`src/rtl/srf_pkg.sv`:
```
package srf_pkg;

    // word offsets of the implemented registers
    localparam int OFS_DATA  = 0;
    localparam int OFS_FLAG  = 1;
    localparam int OFS_CTRL  = 2;
    localparam int OFS_IDENT = 3;

    // bit positions that software decodes
    localparam int FLAG_RXE_BIT  = 4;
    localparam int FLAG_TXE_BIT  = 7;
    localparam int IDENT_RX_BIT  = 1;
    localparam int IDENT_TX_BIT  = 2;
    localparam int CTRL_TXIE_BIT = 5;

    typedef enum logic [2:0] {
        SEL_NONE  = 3'd0,
        SEL_DATA  = 3'd1,
        SEL_FLAG  = 3'd2,
        SEL_CTRL  = 3'd3,
        SEL_IDENT = 3'd4,
        SEL_ZERO  = 3'd5
    } srf_sel_e;

    typedef struct packed {
        logic     rd_data;
        logic     wr_data;
        logic     wr_ctrl;
        logic     wr_ident;
        srf_sel_e rd_sel;
    } srf_access_t;

    function automatic logic [2:0] sel_code(input srf_sel_e s);
        return 3'(s);
    endfunction

endpackage

```
`src/rtl/srf_decode.sv`:
```
module srf_decode
    import srf_pkg::*;
#(
    parameter int ADDR_W = 4
) (
    input  logic              bus_en,
    input  logic              bus_we,
    input  logic [ADDR_W-1:0] bus_addr,
    output srf_access_t       acc
);

    localparam logic [ADDR_W-1:0] A_DATA  = ADDR_W'(OFS_DATA);
    localparam logic [ADDR_W-1:0] A_FLAG  = ADDR_W'(OFS_FLAG);
    localparam logic [ADDR_W-1:0] A_CTRL  = ADDR_W'(OFS_CTRL);
    localparam logic [ADDR_W-1:0] A_IDENT = ADDR_W'(OFS_IDENT);

    logic rd, wr;

    always_comb begin
        rd = bus_en && !bus_we;
        wr = bus_en && bus_we;

        acc          = '0;
        acc.rd_sel   = SEL_NONE;
        acc.rd_data  = rd && (bus_addr == A_DATA);
        acc.wr_data  = wr && (bus_addr == A_DATA);
        acc.wr_ctrl  = wr && (bus_addr == A_CTRL);
        acc.wr_ident = wr && (bus_addr == A_IDENT);

        if (rd) begin
            unique case (bus_addr)
                A_DATA:  acc.rd_sel = SEL_DATA;
                A_FLAG:  acc.rd_sel = SEL_FLAG;
                A_CTRL:  acc.rd_sel = SEL_CTRL;
                A_IDENT: acc.rd_sel = SEL_IDENT;
                default: acc.rd_sel = SEL_ZERO;
            endcase
        end
    end

endmodule

```
`src/rtl/srf_rx_path.sv`:
```
module srf_rx_path #(
    parameter int BYTE_W = 8
) (
    input  logic              clk,
    input  logic              rst,
    input  logic              rx_valid,
    input  logic [BYTE_W-1:0] rx_data,
    input  logic              consume,
    output logic              rx_ready,
    output logic              capture,
    output logic [BYTE_W-1:0] hold_q,
    output logic              pend_q,
    output logic              rxe_q
);

    // emptiness is judged by the held value, as the register map defines it
    assign rx_ready = !pend_q && (hold_q == '0);
    assign capture  = rx_valid && rx_ready;

    always_ff @(posedge clk) begin
        if (rst) begin
            hold_q <= '0;
            pend_q <= 1'b0;
            rxe_q  <= 1'b0;
        end else if (capture) begin
            hold_q <= rx_data;
            pend_q <= 1'b1;
            rxe_q  <= 1'b0;
        end else if (consume) begin
            hold_q <= '0;
            pend_q <= 1'b0;
            rxe_q  <= 1'b1;
        end
    end

endmodule

```
`src/rtl/srf_tx_path.sv`:
```
module srf_tx_path
    import srf_pkg::*;
#(
    parameter int DATA_W = 32,
    parameter int BYTE_W = 8
) (
    input  logic              clk,
    input  logic              rst,
    input  logic              wr_data,
    input  logic              wr_ctrl,
    input  logic [DATA_W-1:0] wdata,
    output logic              tx_valid,
    output logic [BYTE_W-1:0] tx_data,
    output logic [DATA_W-1:0] ctrl_q,
    output logic              irq_tx
);

    always_ff @(posedge clk) begin
        if (rst) begin
            tx_valid <= 1'b0;
            tx_data  <= '0;
        end else begin
            tx_valid <= wr_data;
            if (wr_data) tx_data <= wdata[BYTE_W-1:0];
        end
    end

    always_ff @(posedge clk) begin
        if (rst) begin
            ctrl_q <= '0;
            irq_tx <= 1'b0;
        end else if (wr_ctrl) begin
            ctrl_q <= wdata;
            irq_tx <= wdata[CTRL_TXIE_BIT];
        end
    end

endmodule

```
`src/rtl/serial_reg_front.sv`:
```
module serial_reg_front
    import srf_pkg::*;
#(
    parameter int DATA_W = 32,
    parameter int BYTE_W = 8,
    parameter int ADDR_W = 4
) (
    input  logic              clk,
    input  logic              rst,
    input  logic              bus_en,
    input  logic              bus_we,
    input  logic [ADDR_W-1:0] bus_addr,
    input  logic [DATA_W-1:0] bus_wdata,
    output logic [DATA_W-1:0] bus_rdata,
    input  logic              rx_valid,
    input  logic [BYTE_W-1:0] rx_data,
    output logic              rx_ready,
    output logic              tx_valid,
    output logic [BYTE_W-1:0] tx_data,
    output logic              irq_rx,
    output logic              irq_tx
);

    localparam int PAD_W = DATA_W - BYTE_W;

    srf_access_t       acc;
    logic              capture;
    logic [BYTE_W-1:0] hold_q;
    logic              rxe_q;
    logic [DATA_W-1:0] ctrl_q;
    logic [DATA_W-1:0] ident_q;
    logic [DATA_W-1:0] flag_w;
    logic [DATA_W-1:0] ident_n;
    logic [DATA_W-1:0] rd_mux;

    srf_decode #(.ADDR_W(ADDR_W)) u_dec (
        .bus_en   (bus_en),
        .bus_we   (bus_we),
        .bus_addr (bus_addr),
        .acc      (acc)
    );

    srf_rx_path #(.BYTE_W(BYTE_W)) u_rx (
        .clk      (clk),
        .rst      (rst),
        .rx_valid (rx_valid),
        .rx_data  (rx_data),
        .consume  (acc.rd_data),
        .rx_ready (rx_ready),
        .capture  (capture),
        .hold_q   (hold_q),
        .pend_q   (irq_rx),
        .rxe_q    (rxe_q)
    );

    srf_tx_path #(.DATA_W(DATA_W), .BYTE_W(BYTE_W)) u_tx (
        .clk      (clk),
        .rst      (rst),
        .wr_data  (acc.wr_data),
        .wr_ctrl  (acc.wr_ctrl),
        .wdata    (bus_wdata),
        .tx_valid (tx_valid),
        .tx_data  (tx_data),
        .ctrl_q   (ctrl_q),
        .irq_tx   (irq_tx)
    );

    // flag word: transmit side always reports empty
    always_comb begin
        flag_w               = '0;
        flag_w[FLAG_TXE_BIT] = 1'b1;
        flag_w[FLAG_RXE_BIT] = rxe_q;
    end

    // identification word: whole-word write, then event bits on top
    always_comb begin
        ident_n = ident_q;
        if (acc.wr_ident) ident_n = bus_wdata;
        if (acc.wr_ctrl)  ident_n[IDENT_TX_BIT] = bus_wdata[CTRL_TXIE_BIT];
        if (capture)          ident_n[IDENT_RX_BIT] = 1'b1;
        else if (acc.rd_data) ident_n[IDENT_RX_BIT] = 1'b0;
    end

    always_ff @(posedge clk) begin
        if (rst) ident_q <= '0;
        else     ident_q <= ident_n;
    end

    always_comb begin
        unique case (acc.rd_sel)
            SEL_DATA:  rd_mux = {{PAD_W{1'b0}}, hold_q};
            SEL_FLAG:  rd_mux = flag_w;
            SEL_CTRL:  rd_mux = ctrl_q;
            SEL_IDENT: rd_mux = ident_q;
            default:   rd_mux = '0;
        endcase
    end

    always_ff @(posedge clk) begin
        if (rst) bus_rdata <= '0;
        else     bus_rdata <= rd_mux;
    end

endmodule

```
`config.mk`:
```
export PLATFORM = sky130hd
export DESIGN_NAME = serial_reg_front
export DESIGN_NICKNAME = d
export VERILOG_FILES = /design/src/rtl/srf_pkg.sv /design/src/rtl/srf_decode.sv /design/src/rtl/srf_rx_path.sv /design/src/rtl/srf_tx_path.sv /design/src/rtl/serial_reg_front.sv
export SDC_FILE = /design/constraint.sdc
export NUM_CORES = 1
export LEC_CHECK = 0
export ABC_AREA = 1
export BUFFER_PORTS_ARGS = -buffer_cell sky130_fd_sc_hd__buf_2
export CORE_AREA = 3 3 80 120
export DETAILED_ROUTE_END_ITERATION = 7
export DIE_AREA = 0 0 83 123
export PLACE_DENSITY = 0.87
export SLEW_MARGIN = 20
export SYNTH_ARGS = -nofsm -noshare
export SYNTH_HDL_FRONTEND = slang
export SYNTH_HIERARCHICAL = 1
export SYNTH_SLANG_ARGS = --single-unit
```
`constraint.sdc`:
```
create_clock -name clk -period 1.2 [get_ports clk]
set_input_delay 0 -clock clk [delete_from_list [all_inputs] [get_ports clk]]
set_output_delay 0 -clock clk [all_outputs]
set_load 0.03 [all_outputs]
```
==> metrics.md <==
| Metric | Value |
|---|---|
| Crit path top cell by count | buf_6 |
| Syn_nets | 699 |
| Fin crit period | roughly 1.4 ns |
| Synth Area in XOR/XNOR | 0 |
| Sequential share of the synthesized area | 0.4980 |
| Crit path cell chain | or2_4 > nor2_8 > buf_6 > and2_4 > buf_6 |
| Failing checks | negative setup slack |
| Setup Viol. Count Final | 10 |
| Syn avg cell area | 7.113 um^2 |
| CTS Sinks | 115 |
| Worst Skew | 0.007648 ns |
| Final setup margin | -0.2381 ns |
| Layout area overhead | 39.24% |
| VDD IR max | 1925 uV |
| MaxCap Viol Count | 0 |
| Critical path's top delay family | simple AND/OR/NAND/NOR gates |
| Hold Vio Cnt, Final | 0 |
| Worst hold path type | in -> reg |
| Type of origin of the critical path | register |
| Cell Pwr Density | between 1500 and 2000 nW/um^2 |
| Simple-gate area share of the yosys netlist | 0.3283 |
| Vias/cell | 5.342 |
| Placed Area | 5279 um^2 |
| Most common cell after layout, fill and taps aside | nor2_1 |
| Root buffer cell | clkbuf_16 |
| Status | complete, but fails checks |
| Smallest hold slack | ~0.051 ns |
| Initial antenna violation count | 1 |
| CTS tree | yes |
| LEAKAGE | 3.018 nW |
| WP data arrival | 1.44 ns |
| Total Routing Usage GR | 0.2820 |
| Final critical-path share of the clock period | 1.198 |
| Overall die height | between 100 and 150 um |
| Critical Path Sink Type | output pin |
| Deepest level of the CTS H-tree | 4 |
| Synth warn | 6 |
| Via count | 4931 |
| Rows | 42 |
| Max Slew Vio Count | 0 |
| Area of the mapped netlist | 4623 um^2 |
| Number of global-route vias before repair | 4920 |
| DP Cell Count | approximately 850 |
| Hpwl dp | 7988 um |
| Crit-path max FO | 2 |
| Crit-path max cell delay | 0.32 ns |
| Yosys cell types | 26 |
| Post-synthesis cell count | 650 |
| Unrepaired setup endpoints after global routing | yes |
| Io pins | 93 |
| Worst Path Buf+Inv | 2 |
| Maximum root-to-sink buffer count | 2 |
| Later-pin clock latency in the skew report | 0.43 ns |
| Non-Filler Instances | a little over 900 |
| GP Congestion | 0.8909 |
| Cell area after layout | 6437 um^2 |
| Post-synthesis compound-gate area fraction | 0.07848 |
| Most frequent cells in the layout | nor2_1, nand2_1, dfxtp_1 |
| Routed len/inst | between 15 and 20 um |
| Share of layout cells above drive strength 1 | 0.2291 |
| TritonRoute pass-1 iters | 7 |
| Slew headroom | 0.6518 |
| # nets final | 848 |
| First-pass GRT wire length | 22710 um |
| Post-route DRC violation count | 0 |
| Final wirelength | 14600 um |
| FMAX | around 700 MHz |
| Final ANT Viol Nets | 0 |
| Synth Area in Adders | 0 |
| DIE AREA | about 10000 um^2 |
| CP max stage cell | dfxtp_2 |
| Largest net degree at the start of global routing | 45 |
| GRT overflow | 0 |
| Worst slew pin tran | approximately 0.52 ns |
| Dpl ws | -0.1219 ns |
| Clock Pin Slew Worst Setup and Hold Paths | 0.05 ns |
| Iter 0 DRT Violations | 572 |
| Die Width | 83 um |
| Sum of negative setup slack | -0.6074 ns |
| I/O Buffers | 92 |
| Main combinational cell family by area after synthesis | simple AND/OR/NAND/NOR gates |
| Core area | 8723 um^2 |
| Initial core utilization | 0.5300 |
| Worst EP required | 1.20 ns |
| CP Class | reg -> out |
| Multiplexer share of the synthesized area | 0 |
| CTS Buf Count | 17 |
| #FFs+latches synth | between 100 and 150 |
## sequential cells by signal (all words and copies together) (netlist names)
signal         flops
u_tx/tx_valid      1
u_rx/rxe_q         1
bus_rdata         32
u_rx/pend_q        1
ident_q           32
u_tx/tx_data       8
u_rx/hold_q        8
u_tx/ctrl_q       32
## synth_stat cells
| cell type | number | area share |
|---|---|---|
| dfxtp_1 | 115 | 0.50 |
| buf_2 | 8 | 0.0087 |
| clkbuf_2 | 1 | 0.0011 |
| or2_4 | 1 | 0.0019 |
| nor2_8 | 1 | 0.0043 |
| o21ai_0 | 33 | 0.036 |
| nor2_2 | 2 | 0.0027 |
| nand4_1 | 8 | 0.011 |
| buf_4 | 4 | 0.0065 |
| buf_6 | 9 | 0.022 |
| clkinv_1 | 1 | 0.00081 |
| nand2_1 | 162 | 0.13 |
| a21oi_2 | 2 | 0.0038 |
| nand2_2 | 2 | 0.0027 |
| inv_2 | 1 | 0.00081 |
| nor2_4 | 1 | 0.0024 |
| nor3_4 | 2 | 0.0070 |
| inv_1 | 54 | 0.044 |
| clkinv_2 | 1 | 0.0011 |
| buf_1 | 2 | 0.0016 |
| nand3_4 | 1 | 0.0038 |
| clkbuf_1 | 11 | 0.0089 |
| nand3_1 | 17 | 0.018 |
| and2_1 | 1 | 0.0014 |
| a21oi_1 | 36 | 0.039 |
| nor2_1 | 174 | 0.14 |
## kinds of logic (layout without fill, tap and decap cells)
kind of cell / after synthesis / in the layout
buffers and inverters: 92 / 253
other: 0 / 1
flip-flops: 115 / 115
AND/OR/NAND/NOR: 372 / 373
AO/OA/AOI/OAI: 71 / 71
## per-layer routing
metal / up-vias / global-route usage / routed length, um
met5: - / 0 / 0
met4: 0 / 0.1943 / 887
met3: 91 / 0.08400 / 1108
met2: 316 / 0.4955 / 7538
met1: 2229 / 0.2875 / 5066
li1: 2295 / - / -
## tightest hold or removal path, stage by stage
cell	delay, ns
buf_2	0.11
inv_1	0.16
o21ai_0	0.12
nor2_1	0.04
## final timing paths
path | start | end | slack [ns] | depth (start not counted)
worst max register to register | u_rx/hold_q[0]$_SDFFE_PP0P_ | u_rx/hold_q[3]$_SDFFE_PP0P_ | -0.10 | 6
worst min register to register | ident_q[13]$_SDFFE_PP0P_ | bus_rdata[13]$_SDFF_PP0_ | 0.46 | 2
worst max-delay path | u_rx/hold_q[0]$_SDFFE_PP0P_ | rx_ready | -0.24 | 5
worst min-delay path | rst | ident_q[9]$_SDFFE_PP0P_ | 0.05 | 4
## power by group
part	switching, mW	internal (mW)
Combinational	1.26	1.08
Clock	1.84	3.63
Sequential	0.167	4.00
Total	3.26	8.71
## what timing repair did
action                     in CTS  in global routing
pin swaps                       9                  2
cloned                          1                  0
buffers inserted                4                  0
setup endpoints to repair       4                 12
hold endpoints to repair       81                  0
gates resized for setup        15                  7
hold buffers                   41                  0
## area by class of cell
cell class                 count  area [um^2]
tap                          110        137.6
sequential                   115         2308
timing repair buffer         164         1180
inverter                      57        219.0
clock inverter                12        177.7
fill                         581         2286
antenna                        1        2.502
multi-input combinational    444         1946
clock buffer                  20        466.7
## per-stage QoR
stage	util	power (mW)
finish	0.7380	11.97
global route	0.7380	12.34
CTS	0.7365	11.83
detailed placement	0.6051	5.814
global placement	0.6051	5.752
floorplan	-	5.257
(Power assumes the default switching activity.)
